<file path="config.mk">
export PLATFORM = sky130hd
export DESIGN_NAME = bvf_slave
export DESIGN_NICKNAME = d
export VERILOG_FILES = /design/src/rtl/bvf_pkg.sv /design/src/rtl/bvf_mode.sv /design/src/rtl/bvf_regs.sv /design/src/rtl/bvf_rom.sv /design/src/rtl/bvf_bus.sv /design/src/rtl/bvf_slave.sv
export SDC_FILE = /design/constraint.sdc
export NUM_CORES = 1
export LEC_CHECK = 0
export BUFFER_PORTS_ARGS = -buffer_cell sky130_fd_sc_hd__buf_2
export CAP_MARGIN = 10
export CORE_UTILIZATION = 55
export DETAILED_ROUTE_END_ITERATION = 6
export HOLD_SLACK_MARGIN = 0.1
export PLACE_DENSITY = 0.84
export SYNTH_ARGS = -nofsm -noshare
export SYNTH_HDL_FRONTEND = slang
export SYNTH_SLANG_ARGS = --single-unit
export TNS_END_PERCENT = 5
</file>
<file path="constraint.sdc">
create_clock -name clk -period 9.8 [get_ports clk]
set_clock_uncertainty 0.05 [all_clocks]
set_input_delay 2.94 -clock clk [delete_from_list [all_inputs] [get_ports clk]]
set_output_delay 2.94 -clock clk [all_outputs]
set_load 0.02 [all_outputs]
</file>
<file path="src/rtl/bvf_pkg.sv">
package bvf_pkg;

    typedef enum logic [1:0] {
        SZ_BYTE = 2'd0,
        SZ_WORD = 2'd1,
        SZ_LONG = 2'd2
    } size_e;

    localparam logic [1:0] FC_PROG = 2'b10;

    // Behavioural array content: a cheap multiplicative hash of the index.
    function automatic logic [15:0] rom_word(input logic [31:0] idx);
        logic [31:0] prod;
        prod = idx * 32'h0000_9E37;
        return prod[15:0] ^ 16'h5AC3;
    endfunction

endpackage

</file>
<file path="src/rtl/bvf_mode.sv">
module bvf_mode (
    input  logic clk,
    input  logic rst_n,
    input  logic stop_rst_i,
    input  logic sh_boot_i,
    input  logic sh_tme_i,
    input  logic emu_set_i,
    input  logic boot_done_i,
    output logic boot_o,
    output logic copro_o
);

    typedef struct packed {
        logic boot;
        logic pend;
        logic copro;
    } mode_s;

    mode_s m_d, m_q;

    always_comb begin
        m_d = m_q;
        if (boot_done_i) m_d.boot = 1'b0;
        if (emu_set_i)   m_d.pend = 1'b1;
        // bootstrap reads keep priority over coprocessor entry
        if (m_q.pend && !m_q.boot) m_d.copro = 1'b1;
    end

    always_ff @(posedge clk) begin
        if (!rst_n) begin
            m_q.boot  <= !sh_boot_i && !stop_rst_i;
            m_q.pend  <= !sh_tme_i;
            m_q.copro <= 1'b0;
        end else begin
            m_q <= m_d;
        end
    end

    assign boot_o  = m_q.boot;
    assign copro_o = m_q.copro;


    boot_end_chk: assert property (@(posedge clk) disable iff (!rst_n)
        $fell(m_q.boot) |-> $past(boot_done_i));


    boot_once_chk: assert property (@(posedge clk) disable iff (!rst_n)
        !m_q.boot |=> !m_q.boot);

endmodule

</file>
<file path="src/rtl/bvf_regs.sv">
module bvf_regs #(
    parameter int unsigned        BASE_W   = 16,
    parameter logic [BASE_W-1:0]  BASE_RST = '0,
    parameter logic [3:0][15:0]   BOOT_RST = '0
) (
    input  logic                   clk,
    input  logic                   rst_n,
    input  logic                   stop_rst_i,
    input  logic                   copro_i,
    input  logic                   cr_sel_i,
    input  logic                   cr_wr_i,
    input  logic [2:0]             cr_addr_i,
    input  logic [15:0]            cr_wdata_i,
    output logic [15:0]            cr_rdata_o,
    output logic                   stop_o,
    output logic [1:0]             space_o,
    output logic [BASE_W-1:0]      base_o,
    output logic [3:0][15:0]       boot_word_o
);

    typedef struct packed {
        logic                 stop;
        logic [1:0]           space;
        logic [BASE_W-1:0]    base;
        logic [3:0][15:0]     bw;
    } regs_s;

    regs_s s_d, s_q;
    logic [2:0] widx;

    assign widx = cr_addr_i - 3'd2;

    always_comb begin
        s_d = s_q;
        if (cr_sel_i && cr_wr_i && !copro_i) begin
            case (cr_addr_i)
                3'd0: begin
                    s_d.stop  = cr_wdata_i[15];
                    s_d.space = cr_wdata_i[1:0];
                end
                3'd1:                   s_d.base = cr_wdata_i[BASE_W-1:0];
                3'd2, 3'd3, 3'd4, 3'd5: s_d.bw[widx[1:0]] = cr_wdata_i;
                default: ;
            endcase
        end
    end

    always_comb begin
        case (cr_addr_i)
            3'd0:                   cr_rdata_o = {s_q.stop, 13'd0, s_q.space};
            3'd1:                   cr_rdata_o = 16'(s_q.base);
            3'd2, 3'd3, 3'd4, 3'd5: cr_rdata_o = s_q.bw[widx[1:0]];
            default:                cr_rdata_o = '0;
        endcase
    end

    always_ff @(posedge clk) begin
        if (!rst_n) begin
            s_q.stop  <= stop_rst_i;
            s_q.space <= '0;
            s_q.base  <= BASE_RST;
            s_q.bw    <= BOOT_RST;
        end else begin
            s_q <= s_d;
        end
    end

    assign stop_o      = s_q.stop;
    assign space_o     = s_q.space;
    assign base_o      = s_q.base;
    assign boot_word_o = s_q.bw;


    cfg_lock_chk: assert property (@(posedge clk) disable iff (!rst_n)
        copro_i |=> ($stable(base_o) && $stable(space_o) && $stable(stop_o)
                     && $stable(boot_word_o)));

endmodule

</file>
<file path="src/rtl/bvf_rom.sv">
module bvf_rom #(
    parameter int unsigned AW = 7
) (
    input  logic          clk,
    input  logic          rst_n,
    input  logic          copro_i,
    input  logic [AW-1:0] sys_idx_i,
    output logic [15:0]   sys_word_o,
    input  logic          uc_req_i,
    input  logic [AW-1:0] uc_addr_i,
    output logic          uc_ack_o,
    output logic [15:0]   uc_data_o
);
    import bvf_pkg::*;

    typedef struct packed {
        logic        ack;
        logic [15:0] data;
    } uc_s;

    uc_s u_d, u_q;

    assign sys_word_o = rom_word(32'(sys_idx_i));

    always_comb begin
        u_d      = '0;
        if (uc_req_i && copro_i) begin
            u_d.ack  = 1'b1;
            u_d.data = rom_word(32'(uc_addr_i));
        end
    end

    always_ff @(posedge clk) begin
        if (!rst_n) u_q <= '0;
        else        u_q <= u_d;
    end

    assign uc_ack_o  = u_q.ack;
    assign uc_data_o = u_q.data;


    uc_gate_chk: assert property (@(posedge clk) disable iff (!rst_n)
        !copro_i |=> !uc_ack_o);

endmodule

</file>
<file path="src/rtl/bvf_bus.sv">
module bvf_bus #(
    parameter int unsigned ADDR_W = 24,
    parameter int unsigned AW     = 7,
    parameter int unsigned BASE_W = 16
) (
    input  logic               clk,
    input  logic               rst_n,
    input  logic               req_i,
    input  logic [ADDR_W-1:0]  req_addr_i,
    input  logic [2:0]         req_fc_i,
    input  logic [1:0]         req_size_i,
    input  logic               req_wr_i,
    input  logic               stop_i,
    input  logic               boot_i,
    input  logic [1:0]         space_i,
    input  logic [BASE_W-1:0]  base_i,
    input  logic [3:0][15:0]   boot_word_i,
    input  logic [15:0]        rom_word_i,
    output logic [AW-1:0]      rom_idx_o,
    output logic               boot_done_o,
    output logic               bus_ack,
    output logic [15:0]        bus_rdata,
    output logic               bus_rdata_oe
);
    import bvf_pkg::*;

    localparam int unsigned WIN_SH = AW + 1;

    typedef struct packed {
        logic          ack;
        logic          rd;
        logic [15:0]   data;
        logic          pend;
        logic          pend_vec;
        logic [AW-1:0] nidx;
        logic [1:0]    nvec;
    } bus_s;

    bus_s s_d, s_q;

    logic       hit_vec, hit_arr, space_ok, align_ok, take, fin;
    logic [1:0] vidx;
    logic [15:0] word;

    assign vidx     = req_addr_i[2:1];
    assign hit_vec  = boot_i && (req_addr_i[ADDR_W-1:3] == '0) && (req_fc_i[1:0] == FC_PROG);
    assign hit_arr  = (req_addr_i[ADDR_W-1:WIN_SH] == base_i);
    assign space_ok = !(space_i[1] && !req_fc_i[2]) &&
                      !(space_i[0] && (req_fc_i[1:0] != FC_PROG));

    always_comb begin
        case (req_size_i)
            SZ_BYTE: align_ok = 1'b1;
            SZ_WORD: align_ok = !req_addr_i[0];
            SZ_LONG: align_ok = (req_addr_i[1:0] == 2'b00);
            default: align_ok = 1'b0;
        endcase
    end

    assign take      = req_i && !s_q.pend && !stop_i && align_ok &&
                       (hit_vec || (hit_arr && space_ok));
    assign rom_idx_o = s_q.pend ? s_q.nidx : req_addr_i[AW:1];
    assign word      = hit_vec ? boot_word_i[vidx] : rom_word_i;

    always_comb begin
        s_d      = s_q;
        s_d.ack  = 1'b0;
        s_d.rd   = 1'b0;
        s_d.data = '0;
        s_d.pend = 1'b0;
        fin      = 1'b0;
        if (s_q.pend) begin
            s_d.ack  = 1'b1;
            s_d.rd   = 1'b1;
            s_d.data = s_q.pend_vec ? boot_word_i[s_q.nvec] : rom_word_i;
            fin      = s_q.pend_vec && (s_q.nvec == 2'd3);
        end else if (take) begin
            s_d.ack = 1'b1;
            if (!req_wr_i) begin
                s_d.rd = 1'b1;
                if (req_size_i == SZ_BYTE)
                    s_d.data = req_addr_i[0] ? {word[7:0], word[7:0]}
                                             : {word[15:8], word[15:8]};
                else
                    s_d.data = word;
                if (req_size_i == SZ_LONG) begin
                    s_d.pend     = 1'b1;
                    s_d.pend_vec = hit_vec;
                    s_d.nidx     = req_addr_i[AW:1] + 1'b1;
                    s_d.nvec     = vidx + 2'd1;
                end
                fin = hit_vec && (req_size_i == SZ_WORD) && (vidx == 2'd3);
            end
        end
    end

    always_ff @(posedge clk) begin
        if (!rst_n) s_q <= '0;
        else        s_q <= s_d;
    end

    assign boot_done_o  = fin;
    assign bus_ack      = s_q.ack;
    assign bus_rdata_oe = s_q.rd;
    assign bus_rdata    = s_q.rd ? s_q.data : 16'd0;


    stop_quiet_chk: assert property (@(posedge clk) disable iff (!rst_n)
        (stop_i && req_i && !s_q.pend) |=> !bus_ack);


    long_pair_chk: assert property (@(posedge clk) disable iff (!rst_n)
        (bus_ack && bus_rdata_oe && $past(req_i) && ($past(req_size_i) == 2'd2)
         && !$past(s_q.pend)) |=> (bus_ack && bus_rdata_oe));


    oe_needs_ack_chk: assert property (@(posedge clk) disable iff (!rst_n)
        bus_rdata_oe |-> bus_ack);


    idle_data_chk: assert property (@(posedge clk) disable iff (!rst_n)
        !bus_rdata_oe |-> (bus_rdata == 16'd0));

endmodule

</file>
<file path="src/rtl/bvf_slave.sv">
module bvf_slave #(
    parameter int unsigned      ADDR_W   = 24,
    parameter int unsigned      AW       = 7,
    parameter logic [15:0]      BASE_RST = 16'h0100,
    parameter logic [3:0][15:0] BOOT_RST = {16'hB003, 16'hB002, 16'hB001, 16'hB000}
) (
    input  logic              clk,
    input  logic              rst_n,
    input  logic              shd_stop,
    input  logic              shd_boot,
    input  logic              shd_tme,
    input  logic              strap_d12,
    input  logic              emu_set,
    input  logic              bus_req,
    input  logic [ADDR_W-1:0] bus_addr,
    input  logic [2:0]        bus_fc,
    input  logic [1:0]        bus_size,
    input  logic              bus_wr,
    input  logic [15:0]       bus_wdata,
    output logic              bus_ack,
    output logic [15:0]       bus_rdata,
    output logic              bus_rdata_oe,
    input  logic              cr_sel,
    input  logic              cr_wr,
    input  logic [2:0]        cr_addr,
    input  logic [15:0]       cr_wdata,
    output logic [15:0]       cr_rdata,
    input  logic              uc_req,
    input  logic [AW-1:0]     uc_addr,
    output logic              uc_ack,
    output logic [15:0]       uc_data
);

    localparam int unsigned WIN_SH = AW + 1;
    localparam int unsigned BASE_W = ADDR_W - WIN_SH;

    logic                  stop_rst, stop, boot, copro, boot_done;
    logic [1:0]            space;
    logic [BASE_W-1:0]     base;
    logic [3:0][15:0]      boot_word;
    logic [AW-1:0]         rom_idx;
    logic [15:0]           rom_word;
    logic                  unused_wdata;

    assign stop_rst     = shd_stop | ~strap_d12;
    assign unused_wdata = ^bus_wdata;

    bvf_mode u_mode (
        .clk         (clk),
        .rst_n       (rst_n),
        .stop_rst_i  (stop_rst),
        .sh_boot_i   (shd_boot),
        .sh_tme_i    (shd_tme),
        .emu_set_i   (emu_set),
        .boot_done_i (boot_done),
        .boot_o      (boot),
        .copro_o     (copro)
    );

    bvf_regs #(
        .BASE_W   (BASE_W),
        .BASE_RST (BASE_RST[BASE_W-1:0]),
        .BOOT_RST (BOOT_RST)
    ) u_regs (
        .clk         (clk),
        .rst_n       (rst_n),
        .stop_rst_i  (stop_rst),
        .copro_i     (copro),
        .cr_sel_i    (cr_sel),
        .cr_wr_i     (cr_wr),
        .cr_addr_i   (cr_addr),
        .cr_wdata_i  (cr_wdata),
        .cr_rdata_o  (cr_rdata),
        .stop_o      (stop),
        .space_o     (space),
        .base_o      (base),
        .boot_word_o (boot_word)
    );

    bvf_rom #(.AW(AW)) u_rom (
        .clk        (clk),
        .rst_n      (rst_n),
        .copro_i    (copro),
        .sys_idx_i  (rom_idx),
        .sys_word_o (rom_word),
        .uc_req_i   (uc_req),
        .uc_addr_i  (uc_addr),
        .uc_ack_o   (uc_ack),
        .uc_data_o  (uc_data)
    );

    bvf_bus #(
        .ADDR_W (ADDR_W),
        .AW     (AW),
        .BASE_W (BASE_W)
    ) u_bus (
        .clk          (clk),
        .rst_n        (rst_n),
        .req_i        (bus_req),
        .req_addr_i   (bus_addr),
        .req_fc_i     (bus_fc),
        .req_size_i   (bus_size),
        .req_wr_i     (bus_wr),
        .stop_i       (stop),
        .boot_i       (boot),
        .space_i      (space),
        .base_i       (base),
        .boot_word_i  (boot_word),
        .rom_word_i   (rom_word),
        .rom_idx_o    (rom_idx),
        .boot_done_o  (boot_done),
        .bus_ack      (bus_ack),
        .bus_rdata    (bus_rdata),
        .bus_rdata_oe (bus_rdata_oe)
    );


    uc_after_boot_chk: assert property (@(posedge clk) disable iff (!rst_n)
        boot |=> !uc_ack);

endmodule

</file>
==> flow_metrics.tcl, run 1 <==
set metrics [dict create \
    final-setup-viol-count 0 \
    dp_slack_ns 1.65 \
    worstHoldPathType "reg2reg" \
    dp_hpwl_um 20100 \
    initialDrtViolationCount 1177 \
    dieArea_um2 18400 \
    cts_root_buf "clkbuf_16" \
    relSlewSlack 0.268 \
    clockBufferDepth 2 \
    critPathLaunchType "primary input" \
    yosysSeqAreaShare 0.268 \
    io_buffers 117 \
    area.sequential_um2 2630 \
    yosys_warnings 0 \
    cp-end-kind "output port" \
    fmax_mhz 120 \
    routed_wl_um 27500 \
    syn2layout_area_growth_pct 13.0 \
    powerDensity_nw_per_um2 179 \
    ys_seq_elements 130 \
    grt_max_degree 80 \
    nets 1458 \
    maxSlewViolCount 0 \
    finalHoldViolCount 0 \
    multi_input_area_um2 6560 \
    rsz0062_at_grt "no" \
    worst_slew_pin_slew_ns 1.10 \
    drcViolationCount 0 \
    setup_tns_ns 0 \
    layout.cells.most_common "nand2_1" \
    drt-pass1-iter-count 6 \
    postSynthCellCount 1168 \
    final_core_util 0.640 \
    gp_congestion 0.909 \
    viasPerCell 5.95 \
    fin_ws_ns 1.44 \
    period_needed_ns 8.36 \
    grt_pass1_vias 8492 \
    post_cts_resized 0 \
    cts_tree "yes" \
    p_leak_nw 4.85 \
    rows 48 \
    status "complete, no violations" \
    final_cell_mix "nand2_1 (219), dfxtp_1 (127), buf_2 (117)" \
    fp.dieW_um 136 \
    asyncSetResetFlopFracSynth 0 \
    vdd_drop_max_v 0.000139 \
    synth_nets 1370 \
    layout-drive-gt1-share 0.167 \
    clk_pin_slew_ns 0.06 \
    cts_hold_buf 0 \
    synth_edf_count 3 \
    numClockSinks 130 \
    cts_setup_buffers 0 \
    die_y_um 136 \
    antenna_found_initial 3 \
    ios 134 \
    via_count 8898 \
    gr-total-overflow 0 \
    required_ns 6.81 \
    path_class "in2out" \
    grt_pass1_wl_um 43600 \
    synth_top_flop_cell "dfxtp_1" \
    drv_cap 0 \
    whs_ns 0.437 \
    wl_per_cell_um 18.4 \
    avgSynthCellArea_um2 8.42 \
    n_fill_cell 1390 \
    syn_area_um2 9830 \
    cts_buffers 17 \
    grt_usage 0.310 \
    crit_arrival_ns 5.37 \
    ys_types 61 \
    clkLatencyLatePin_ns 0.44 \
    htree_num_levels 4 \
    ant_nets 0 \
    core_um2 17400 \
    initial_utilization 0.566 \
    post-route-period-util 0.853 \
    crit_fanout 27 \
]
-- worst max-delay path: stages --
cell and delay (ns):
buf_2 0.48, nor2b_1 0.94, a21oi_1 0.07, o21ai_0 0.25, a31oi_1 0.07, o21ai_0 0.37
buf_2 0.25
-- per-stage QoR --
stage,std cells,total power (W),instance area (um^2)
after detailed placement,1462,0.00136,10500
after global placement,1462,0.00133,10500
after global routing,1496,0.00211,11100
after CTS,1494,0.00199,11100
final,1496,0.00199,11100
after floorplan,1168,0.00117,9830
-- layout make-up --
| class | instances | area share |
|---|---|---|
| sequential | 130 | 0.237 |
| multi-input combinational | 871 | 0.590 |
| antenna | 2 | 0.000451 |
| timing repair buffer | 125 | 0.0581 |
| clock inverter | 15 | 0.0131 |
| clock buffer | 17 | 0.0383 |
| inverter | 111 | 0.0375 |
| tap | 225 | 0.0253 |
-- where the power goes --
group / internal (W) / switching [W] / total [W]
Combinational: 0.000338 / 0.000481 / 0.000819
Clock: 0.000355 / 0.000269 / 0.000625
Sequential: 0.000542 / 0.00000719 / 0.000549
Total: 0.00124 / 0.000757 / 0.00199
-- path summary, 6_finish.rpt --
kind	slack, ns	depth (start not counted)	start	to
max	1.44	7	cr_addr[1]	cr_rdata[13]
min	0.44	2	u_regs.base_o[10]	u_regs.base_o[10]
max reg2reg	4.31	15	u_bus.s_q[10]	u_bus.s_q[16]
min reg2reg	0.44	2	u_regs.base_o[10]	u_regs.base_o[10]
-- layer usage --
metal,track usage,part of all wire,vias up
met3,0.0864,0.12,83
met5,0,0.00047,-
met1,0.407,0.39,4070
met4,0.135,0.034,2
met2,0.477,0.45,589
li1,-,-,4154
-- synth_stat cells, types with 3 or more instances --
library cell,count,area [um^2]
mux2_2,4,45.0
or2_2,6,37.5
nor2b_1,5,31.3
o211ai_1,4,30.0
a211oi_1,6,45.0
nor4_1,7,43.8
o31ai_1,3,22.5
nor4b_1,3,26.3
mux2i_1,37,370
buf_2,5,25.0
nor3b_1,4,30.0
edfxtp_1,3,90.1
o21a_1,6,45.0
nor2_1,69,259
and3_1,4,25.0
xnor2_1,26,228
o2bb2ai_1,3,26.3
clkbuf_1,48,180
ha_1,80,1000
a21oi_1,114,571
xor2_1,26,228
o32ai_1,3,26.3
nand3_1,27,135
o22ai_1,11,68.8
mux4_2,36,811
o21ai_0,37,185
nand2b_1,8,50.1
inv_1,109,409
nand2_1,219,822
and2_1,24,150
a211oi_2,3,37.5
or3_1,7,43.8
fa_1,39,781
a31oi_1,4,25.0
nor3_1,17,85.1
a21o_1,3,22.5
dfxtp_1,127,2540
-- kinds of logic (layout without fill, tap and decap cells) --
logic type / Yosys count / after routing / share of synthesized area
XOR/XNOR: 52 / 52 / 0.0463
adder cells (fa/ha/maj): 119 / 119 / 0.181
AND/OR/NAND/NOR: 409 / 409 / 0.185
multiplexers: 77 / 77 / 0.125
AO/OA/AOI/OAI: 214 / 214 / 0.130
flip-flops: 130 / 130 / 0.268
other: 0 / 2 / 0
buffers and inverters: 167 / 268 / 0.0652
(Power assumes the default switching activity.)
==> run 2, diff against run 1 <==
==> constraint.sdc (replaced) <==
create_clock -name clk -period 9.8 [get_ports clk]
set_clock_uncertainty 0.05 [all_clocks]
set_input_delay 2.94 -clock clk [delete_from_list [all_inputs] [get_ports clk]]
set_output_delay 2.94 -clock clk [all_outputs]
set_load 0.005 [all_outputs]
==> flow_metrics.tcl, run 2 (same netlist as run 1, synthesis figures left out) <==
set metrics [dict create \
    gr-total-overflow 0 \
    cp-end-kind "output port" \
    post-route-period-util 0.851 \
    endpoint "cr_rdata[13]" \
    grt_usage 0.313 \
    die_y_um 136 \
    reg2reg_slack_ns 4.34 \
    hold_depth 2 \
    cp-startpoint "cr_addr[1]" \
    rsz0062_at_grt "no" \
    r2r-end "u_bus.s_q[24]" \
    wl_per_cell_um 18.5 \
    reg2regPathDepth 15 \
    viasPerCell 6.06 \
    numClockSinks 130 \
    grt_pass1_vias 8455 \
    grt_pass1_wl_um 43900 \
    layout-drive-gt1-share 0.166 \
    setup_tns_ns 0 \
    multi_input_area_um2 6560 \
    worstHoldPathType "reg2reg" \
    initialDrtViolationCount 1144 \
    grt_max_degree 80 \
    relSlewSlack 0.177 \
    critPathLaunchType "primary input" \
    whs_ns 0.436 \
    dp.cells 1461 \
    antenna_found_initial 2 \
    slowest_stage "nor2b_1" \
    p_leak_nw 4.84 \
    cts_root_buf "clkbuf_16" \
    post_cts_resized 0 \
    status "complete, no violations" \
    routed_wl_um 27700 \
    dp_slack_ns 1.71 \
    fp.dieW_um 136 \
    area.sequential_um2 2630 \
    clkLatencyLatePin_ns 0.44 \
    drcViolationCount 0 \
    drt-pass1-iter-count 7 \
    drv_cap 0 \
    worst_slew_pin_slew_ns 1.23 \
    maxSlewViolCount 0 \
    vdd_drop_max_v 0.000141 \
    final-setup-viol-count 0 \
    syn2layout_area_growth_pct 12.9 \
    powerDensity_nw_per_um2 178 \
    initial_utilization 0.566 \
    fmax_mhz 120 \
    fin_ws_ns 1.46 \
    cts_setup_buffers 0 \
    layout.cells.most_common "nand2_1" \
    path_cells "buf_2, nor2b_1, a21oi_1, o21ai_0, a31oi_1, o21ai_0, buf_2" \
    clockBufferDepth 2 \
    ant_nets 0 \
    n_fill_cell 1402 \
    ios 134 \
    core_um2 17400 \
    io_buffers 117 \
    nets 1457 \
    slowest_delay_ns 0.96 \
    required_ns 6.81 \
    clk_pin_slew_ns 0.07 \
    via_count 9061 \
    final_cells 1495 \
    cts_buffers 17 \
    htree_num_levels 4 \
    crit_arrival_ns 5.35 \
    gp_congestion 0.913 \
    crit_fanout 27 \
    reg2reg_from "u_bus.s_q[10]" \
    dp_hpwl_um 19900 \
    final_cell_mix "nand2_1 (219), dfxtp_1 (127), buf_2 (117)" \
    cts_tree "yes" \
    dieArea_um2 18400 \
    cts_hold_buf 0 \
    period_needed_ns 8.34 \
    finalHoldViolCount 0 \
    rows 48 \
    path_class "in2out" \
]
-- run 2: cell types whose count changed in the layout (fill, tap and decap cells not counted) --
cell        previous run  this run
inv_8                  1         5
bufinv_16              1         0
inv_6                  7         4
clkinvlp_4             2         3
buf_4                  8         7
clkinv_2               2         0
clkinv_4               2         3
-- run 2: layout make-up --
type / count / area share
repair buffers: 124 / 0.0575
well taps: 225 / 0.0254
clock buffers: 17 / 0.0383
clock inverters: 15 / 0.0126
flip-flops and latches: 130 / 0.237
multi-input cells: 871 / 0.591
inverters: 111 / 0.0376
diodes: 2 / 0.000451
-- run 2: per-stage QoR --
step           power (W)   util  instance area [um^2]
2_1_floorplan    0.00116      -                  9830
3_3_place_gp     0.00132  0.606                 10500
3_5_place_dp     0.00135  0.606                 10500
4_1_cts          0.00196  0.639                 11100
5_1_grt          0.00209  0.639                 11100
6_report         0.00197  0.639                 11100
-- run 2: critical path, delay by kind of cell --
| family | cells | cell delay (ns) |
|---|---|---|
| AND/OR/NAND/NOR | 1 | 0.96 |
| AO/OA/AOI/OAI | 4 | 0.75 |
| buffers and inverters | 2 | 0.68 |
-- run 2: report_power, final --
part | switching (W) | total [W] | leakage (nW) | internal, W
logic | 0.000471 | 0.000808 | 3.52 | 0.000337
registers | 0.00000751 | 0.000549 | 1.06 | 0.000541
clock network | 0.000280 | 0.000616 | 0.271 | 0.000335
-- run 2: how the worst min path moves through the flow --
stage	startpoint	slack, ns	end
6_report	u_regs.base_o[10]	0.44	u_regs.base_o[10]
5_1_grt	register	0.46	register
4_1_cts	register	0.43	register
3_5_place_dp	u_mode.m_q[1]	0.42	u_mode.copro_o
3_3_place_gp	u_regs.space_o[1]	0.41	u_regs.space_o[1]
2_1_floorplan	u_regs.space_o[0]	0.40	u_regs.space_o[0]
-- run 2: per-layer routing --
layer,vias up,GRT usage,wire length (um)
li1,4157,-,-
met5,-,0,0
met4,0,0.151,1030
met1,4179,0.417,10600
met2,627,0.480,12600
met3,98,0.0688,3430
